[config.mk]
export PLATFORM = sky130hd
export DESIGN_NAME = dac_sync_ctrl
export DESIGN_NICKNAME = d
export VERILOG_FILES = /design/src/rtl/dac_sync_pkg.sv /design/src/rtl/dac_addr_decode.sv /design/src/rtl/dac_shadow_bank.sv /design/src/rtl/dac_frame_shifter.sv /design/src/rtl/dac_sync_ctrl.sv
export SDC_FILE = /design/constraint.sdc
export NUM_CORES = 1
export LEC_CHECK = 0
export ABC_AREA = 0
export BUFFER_PORTS_ARGS = -buffer_cell sky130_fd_sc_hd__buf_2
export CAP_MARGIN = 20
export CORE_AREA = 2 2 95 143
export DETAILED_ROUTE_END_ITERATION = 6
export DIE_AREA = 0 0 97 145
export GPL_TIMING_DRIVEN = 1
export HOLD_SLACK_MARGIN = 0.02
export SETUP_SLACK_MARGIN = 0.2
export SLEW_MARGIN = 20
export SYNTH_ARGS = -nofsm -noshare
export SYNTH_HDL_FRONTEND = slang
export SYNTH_SLANG_ARGS = --single-unit
[constraint.sdc]
create_clock -name clk -period 1.8 [get_ports clk]
set_input_delay 0.27 -clock clk [delete_from_list [all_inputs] [get_ports clk]]
set_output_delay 0.27 -clock clk [all_outputs]
set_load 0.05 [all_outputs]
[src/rtl/dac_sync_pkg.sv]
package dac_sync_pkg;
  typedef enum logic [1:0] {
    SEQ_IDLE  = 2'd0,
    SEQ_SHIFT = 2'd1,
    SEQ_GAP   = 2'd2,
    SEQ_LOAD  = 2'd3
  } seq_state_e;

  // command bits placed between the channel field and the code
  localparam logic [1:0] FRAME_CMD_UPDATE = 2'b01;
endpackage

[src/rtl/dac_addr_decode.sv]
module dac_addr_decode #(
  parameter int ADDR_W = 8,
  parameter logic [ADDR_W-1:0] BASE_ADDR = 8'h40,
  parameter int CH_N = 4,
  parameter int CH_AW = 2
) (
  input  logic [ADDR_W-1:0] addr,
  output logic              hit,
  output logic [CH_AW-1:0]  sel
);
  localparam int WIN_LSB = CH_AW + 1;

  always_comb begin
    sel = addr[CH_AW:1];
    hit = (addr[ADDR_W-1:WIN_LSB] == BASE_ADDR[ADDR_W-1:WIN_LSB]) &&
          !addr[0] &&
          ({1'b0, sel} < (CH_AW+1)'(CH_N));
  end
endmodule

[src/rtl/dac_shadow_bank.sv]
module dac_shadow_bank #(
  parameter int CH_N = 4,
  parameter int CODE_W = 12,
  parameter int CH_AW = 2
) (
  input  logic                     clk,
  input  logic                     rst,
  input  logic                     we,
  input  logic [CH_AW-1:0]         wsel,
  input  logic [CODE_W-1:0]        wcode,
  input  logic [CH_AW-1:0]         rsel,
  output logic [CODE_W-1:0]        rcode,
  output logic [CH_N*CODE_W-1:0]   codes_flat
);
  for (genvar g = 0; g < CH_N; g++) begin : g_chan
    logic [CODE_W-1:0] q;
    always_ff @(posedge clk) begin
      if (rst)
        q <= '0;
      else if (we && (wsel == CH_AW'(g)))
        q <= wcode;
    end
    assign codes_flat[g*CODE_W +: CODE_W] = q;
  end

  assign rcode = codes_flat[rsel*CODE_W +: CODE_W];
endmodule

[src/rtl/dac_frame_shifter.sv]
module dac_frame_shifter
  import dac_sync_pkg::*;
#(
  parameter int CH_N = 4,
  parameter int CODE_W = 12,
  parameter int CH_AW = 2,
  parameter int HALF_DIV = 2,
  parameter int GAP_CYC = 2
) (
  input  logic                   clk,
  input  logic                   rst,
  input  logic                   start,
  input  logic [CH_N*CODE_W-1:0] codes_flat,
  output logic                   sclk,
  output logic                   csn,
  output logic                   sdo,
  output logic                   load,
  output logic                   done
);
  localparam int FRAME_W = CH_AW + 2 + CODE_W;
  localparam int BIT_W   = $clog2(FRAME_W);
  localparam int DIV_W   = $clog2(2*HALF_DIV);
  localparam int GAP_W   = $clog2(GAP_CYC+1);

  seq_state_e             state;
  logic [CH_AW-1:0]       ch_idx;
  logic [CH_AW-1:0]       ch_nxt;
  logic [BIT_W-1:0]       bit_cnt;
  logic [DIV_W-1:0]       div_cnt;
  logic [GAP_W-1:0]       gap_cnt;
  logic [FRAME_W-1:0]     sreg;
  logic [FRAME_W-1:0]     first_frame;
  logic [FRAME_W-1:0]     next_frame;
  logic                   bit_end;
  logic                   last_ch;

  always_comb begin
    ch_nxt      = ch_idx + 1'b1;
    first_frame = {CH_AW'(0), FRAME_CMD_UPDATE, codes_flat[0 +: CODE_W]};
    next_frame  = {ch_nxt, FRAME_CMD_UPDATE, codes_flat[ch_nxt*CODE_W +: CODE_W]};
    bit_end     = (div_cnt == DIV_W'(2*HALF_DIV-1));
    last_ch     = (ch_idx == CH_AW'(CH_N-1));
  end

  always_ff @(posedge clk) begin
    if (rst) begin
      state   <= SEQ_IDLE;
      ch_idx  <= '0;
      bit_cnt <= '0;
      div_cnt <= '0;
      gap_cnt <= '0;
      sreg    <= '0;
    end else begin
      case (state)
        SEQ_IDLE: begin
          if (start) begin
            state   <= SEQ_SHIFT;
            ch_idx  <= '0;
            bit_cnt <= '0;
            div_cnt <= '0;
            sreg    <= first_frame;
          end
        end
        SEQ_SHIFT: begin
          div_cnt <= div_cnt + 1'b1;
          if (bit_end) begin
            div_cnt <= '0;
            sreg    <= {sreg[FRAME_W-2:0], 1'b0};
            if (bit_cnt == BIT_W'(FRAME_W-1)) begin
              state   <= SEQ_GAP;
              gap_cnt <= '0;
            end else begin
              bit_cnt <= bit_cnt + 1'b1;
            end
          end
        end
        SEQ_GAP: begin
          gap_cnt <= gap_cnt + 1'b1;
          if (gap_cnt == GAP_W'(GAP_CYC-1)) begin
            if (last_ch) begin
              state <= SEQ_LOAD;
            end else begin
              state   <= SEQ_SHIFT;
              ch_idx  <= ch_nxt;
              bit_cnt <= '0;
              div_cnt <= '0;
              sreg    <= next_frame;
            end
          end
        end
        default: state <= SEQ_IDLE;
      endcase
    end
  end

  // registered pin drivers, one clock behind the sequencer state
  always_ff @(posedge clk) begin
    if (rst) begin
      sclk <= 1'b0;
      csn  <= 1'b1;
      sdo  <= 1'b0;
      load <= 1'b0;
    end else begin
      sclk <= (state == SEQ_SHIFT) && (div_cnt >= DIV_W'(HALF_DIV));
      csn  <= (state != SEQ_SHIFT);
      sdo  <= (state == SEQ_SHIFT) && sreg[FRAME_W-1];
      load <= (state == SEQ_LOAD);
    end
  end

  assign done = load;
endmodule

[src/rtl/dac_sync_ctrl.sv]
module dac_sync_ctrl #(
  parameter int CH_N = 4,
  parameter int CODE_W = 12,
  parameter int DATA_W = 16,
  parameter int ADDR_W = 8,
  parameter logic [ADDR_W-1:0] BASE_ADDR = 8'h40,
  parameter int HALF_DIV = 2,
  parameter int GAP_CYC = 2
) (
  input  logic              clk,
  input  logic              rst,
  input  logic              wr_en,
  input  logic [ADDR_W-1:0] wr_addr,
  input  logic [DATA_W-1:0] wr_data,
  input  logic [ADDR_W-1:0] rd_addr,
  output logic [DATA_W-1:0] rd_data,
  output logic              dac_sclk,
  output logic              dac_csn,
  output logic              dac_sdo,
  output logic              dac_load
);
  localparam int CH_AW    = $clog2(CH_N);
  localparam int TRIG_BIT = DATA_W - 1;
  localparam int PAD_W    = DATA_W - 1 - CODE_W;

  logic                   wr_hit, rd_hit;
  logic [CH_AW-1:0]       wr_sel, rd_sel;
  logic [CODE_W-1:0]      rd_code;
  logic [CH_N*CODE_W-1:0] codes_flat;
  logic                   accept, trig;
  logic                   busy_q, go_q, seq_done;
  logic                   unused_bits;

  assign unused_bits = ^wr_data[TRIG_BIT-1:CODE_W];

  dac_addr_decode #(.ADDR_W(ADDR_W), .BASE_ADDR(BASE_ADDR), .CH_N(CH_N), .CH_AW(CH_AW))
    u_wdec (.addr(wr_addr), .hit(wr_hit), .sel(wr_sel));

  dac_addr_decode #(.ADDR_W(ADDR_W), .BASE_ADDR(BASE_ADDR), .CH_N(CH_N), .CH_AW(CH_AW))
    u_rdec (.addr(rd_addr), .hit(rd_hit), .sel(rd_sel));

  assign accept = wr_en && wr_hit && !busy_q;
  assign trig   = accept && wr_data[TRIG_BIT];

  dac_shadow_bank #(.CH_N(CH_N), .CODE_W(CODE_W), .CH_AW(CH_AW)) u_bank (
    .clk(clk), .rst(rst), .we(accept), .wsel(wr_sel), .wcode(wr_data[CODE_W-1:0]),
    .rsel(rd_sel), .rcode(rd_code), .codes_flat(codes_flat)
  );

  dac_frame_shifter #(.CH_N(CH_N), .CODE_W(CODE_W), .CH_AW(CH_AW),
                      .HALF_DIV(HALF_DIV), .GAP_CYC(GAP_CYC)) u_seq (
    .clk(clk), .rst(rst), .start(go_q), .codes_flat(codes_flat),
    .sclk(dac_sclk), .csn(dac_csn), .sdo(dac_sdo), .load(dac_load), .done(seq_done)
  );

  always_ff @(posedge clk) begin
    if (rst) begin
      busy_q  <= 1'b0;
      go_q    <= 1'b0;
      rd_data <= '0;
    end else begin
      go_q <= trig;
      if (trig)
        busy_q <= 1'b1;
      else if (seq_done)
        busy_q <= 1'b0;
      rd_data <= rd_hit ? {busy_q, {PAD_W{1'b0}}, rd_code} : '0;
    end
  end
endmodule

==> impl_metrics.json <==
{
  "cts_sinks": 95,
  "holdPathStages": 3,
  "synthArstFlopShare": 0,
  "crit_required_ns": 2.07,
  "wl_met2_um": 6200,
  "cts_tree": "done",
  "ioPinCount": 55,
  "routed-wl-met3_um": 303,
  "synth_top_area_frac": 0.429,
  "combPwrFrac": 0.340,
  "synth_area_leader_cell": "dfxtp_1",
  "worst_pin_slew_ns": 0.485,
  "crit_arrival_ns": 1.90,
  "grt_pass1_wl_um": 18200,
  "grt_max_degree": 52,
  "place_congestion": 0.816,
  "post_dp_cell_area_sq_mm": 0.00501,
  "min_period_ns": 1.63,
  "p_int_uw": 4260,
  "wl_um": 11200,
  "n_antenna_cell": 0,
  "rsz0062_at_grt": "yes",
  "p_sw_uw": 1890,
  "synth_area_sq_mm": 0.00444,
  "ys_warn_count": 0,
  "min_to": "go_q",
  "drc_errors": 0,
  "max-clock-path-buffers": 2,
  "cp_slowest_cell": "or4b_1",
  "wl_per_cell_um": 16.5,
  "cpPeakStageDelay_ns": 0.45,
  "peakVddDrop_mv": 0.532,
  "hpwl_um": 7510,
  "tns_ns": 0,
  "fin_ws_ns": 0.172,
  "avgSynthCellArea_sq_um": 10.1,
  "max_freq_ghz": 0.614,
  "final_area_sq_mm": 0.00566,
  "area_delta_synth_final_pct": 27.5,
  "synth_cells": 441,
  "setup_viol": 0,
  "seq_power_share": 0.375,
  "numPortBuffers": 48,
  "post-place-ws_ns": 0.0160,
  "synth_cell_type_count": 47,
  "clockPowerShare": 0.286,
  "antenna_found_initial": 0,
  "yosys-top-cells-area": "dfxtp_1 (43%), mux2i_1 (16%), mux4_2 (6.6%)",
  "fin_crit_sh": 0.904,
  "path_class": "flip-flop to flip-flop",
  "core_sq_mm": 0.0128,
  "p_per_area_mw_per_mm2": 1090,
  "regArea_sq_mm": 0.00192,
  "leakagePower_uw": 0.00233,
  "nNetsFinal": 558,
  "top_layer": "met4",
  "vias": 3560,
  "slew_headroom": 0.673,
  "final.setup_skew_ns": 0.00749,
  "p_total_uw": 6150,
  "hold_violations": 0,
  "critPathLaunchType": "flip-flop",
  "grt_pass1_vias": 3684,
  "r2r_cells": 5,
  "row_count": 51,
  "r2r-end": "u_seq.bit_cnt[3]",
  "multi_input_area_sq_mm": 0.00249,
  "root_buffer": "clkbuf_16",
  "clkLatencyLatePin_ns": 0.34,
  "drive_above_1_share": 0.314,
  "n_fill_cell": 1214,
  "slew_viol_final": 0,
  "die_area_sq_mm": 0.0141,
  "drtPass1Iterations": 4,
  "end_kind": "flip-flop",
  "ant_nets": 0,
  "yosys-top-cells-count": "dfxtp_1 (95), mux2i_1 (71), nor2_1 (60)",
  "yosysSeqAreaShare": 0.429,
  "hp-class": "primary input to flip-flop",
  "cts.clk_slew.worst_paths_ns": 0.07,
  "die_height_um": 145,
  "max-cap-violations": 0,
  "grtUsageTotal": 0.161,
  "cts-buffers-inserted": 9,
  "status": "complete, no violations",
  "synth-edff-count": 0,
  "drtIter0Drc": 183,
  "synth_top_flop_cell": "dfxtp_1",
  "cts_max_level": 3,
  "critPathMaxFanout": 5,
  "ys_ff_latch": 95,
  "ff2ff_setup_slack_ns": 0.17,
  "yosysMostFrequentCell": "dfxtp_1",
  "r2r-start": "u_seq.ch_idx[0]",
  "switching_share": 0.308,
  "min_from": "wr_data[15]",
  "wl_met1_um": 4380,
  "overflow": 0,
  "vias_per_cell": 5.25,
  "initial_core_util": 0.346,
  "crit_chain": "ha_4 -> and2b_2 -> o211a_1 -> or4b_1 -> a21oi_1",
  "die_w_um": 97
}
state kept, by name, summed over array words and instances, names as in the netlist:
| register | count |
|---|---|
| u_seq.div_cnt | 2 |
| u_seq.state | 2 |
| u_seq.bit_cnt | 4 |
| u_bank.g_chan.q | 48 |
| busy_q | 1 |
| u_seq.sreg | 16 |
| u_seq.ch_idx | 2 |
| u_seq.csn | 1 |
| u_seq.gap_cnt | 2 |
| u_seq.sdo | 1 |
| go_q | 1 |
| rd_data | 13 |
| u_seq.done | 1 |
| u_seq.sclk | 1 |
cells in the final DEF, fill, tap and decap left out, types with 4 or more instances in the layout:
| cell type | instances |
|---|---|
| a21oi_1 | 21 |
| clkbuf_1 | 4 |
| nand3_1 | 6 |
| buf_12 | 10 |
| or2_2 | 4 |
| buf_4 | 31 |
| o211ai_1 | 11 |
| nor3_1 | 4 |
| mux2i_1 | 70 |
| nand2b_1 | 6 |
| o221ai_1 | 10 |
| nor2_1 | 59 |
| nand2_1 | 22 |
| a21boi_0 | 7 |
| and3_1 | 13 |
| ha_4 | 6 |
| buf_2 | 48 |
| inv_1 | 6 |
| a21boi_1 | 4 |
| mux4_2 | 13 |
| dfxtp_2 | 6 |
| nand4_1 | 4 |
| dfxtp_1 | 87 |
| clkbuf_16 | 10 |
power groups by stage:
stage	clock, uW	sequential (uW)	combinational, uW
after global routing	1880	2310	2250
after global placement	0	2310	1510
after CTS	1810	2280	1910
final	1760	2310	2090
after floorplan	0	2310	967
after detailed placement	0	2310	1540
repair_timing:
action / CTS / global route
gates cloned: 0 / 1
buffers inserted: 8 / 6
pin swaps: 5 / 13
endpoints found under the hold margin: 0 / 0
endpoints found under the setup margin: 26 / 52
hold buffers: 0 / 0
resized for setup: 27 / 30
stage by stage:
stage	utilization	hold WS, ns	instances
6_report	0.441	0.201	678
5_1_grt	0.441	0.196	678
4_1_cts	0.427	0.195	671
3_5_place_dp	0.391	0.438	647
3_3_place_gp	0.391	0.439	647
2_1_floorplan	-	0.409	443
layout make-up:
| cell class | instances | share of cell area |
|---|---|---|
| clock buffer | 14 | 0.0449 |
| clock inverter | 2 | 0.00287 |
| inverter | 11 | 0.00862 |
| multi-input combinational | 304 | 0.440 |
| sequential | 95 | 0.339 |
| tap | 159 | 0.0352 |
| timing repair buffer | 93 | 0.130 |
worst max path at each step:
stage,start,to,slack [ns]
after floorplan,u_seq.state[0],u_seq.bit_cnt[3],0.16
after global placement,u_seq.state[0],u_seq.sreg[0],0.08
after detailed placement,u_seq.state[0],u_seq.div_cnt[1],0.02
after CTS,u_seq.gap_cnt[1],u_seq.bit_cnt[1],0.17
after global routing,u_seq.state[0],u_seq.sreg[7],0.15
final,u_seq.ch_idx[0],u_seq.bit_cnt[3],0.17
metal layers:
metal	vias to the layer above	track usage
met5	-	0
met4	0	0.0718
met3	22	0.0299
met2	60	0.298
met1	1741	0.176
li1	1737	-
kinds of logic after synthesis:
family,share of synthesized area
AND/OR/NAND/NOR,0.145
flip-flops,0.429
multiplexers,0.226
AO/OA/AOI/OAI,0.124
buffers and inverters,0.0499
adder cells (fa/ha/maj),0.0254
other,0.000845
critical path, delay by kind of cell, from the launching register on:
family	cells	cell delay, ns
flip-flops	1	0.34
AND/OR/NAND/NOR	2	0.70
AO/OA/AOI/OAI	2	0.37
adder cells (fa/ha/maj)	1	0.15
Note: power is estimated with default switching activity, not from simulation.
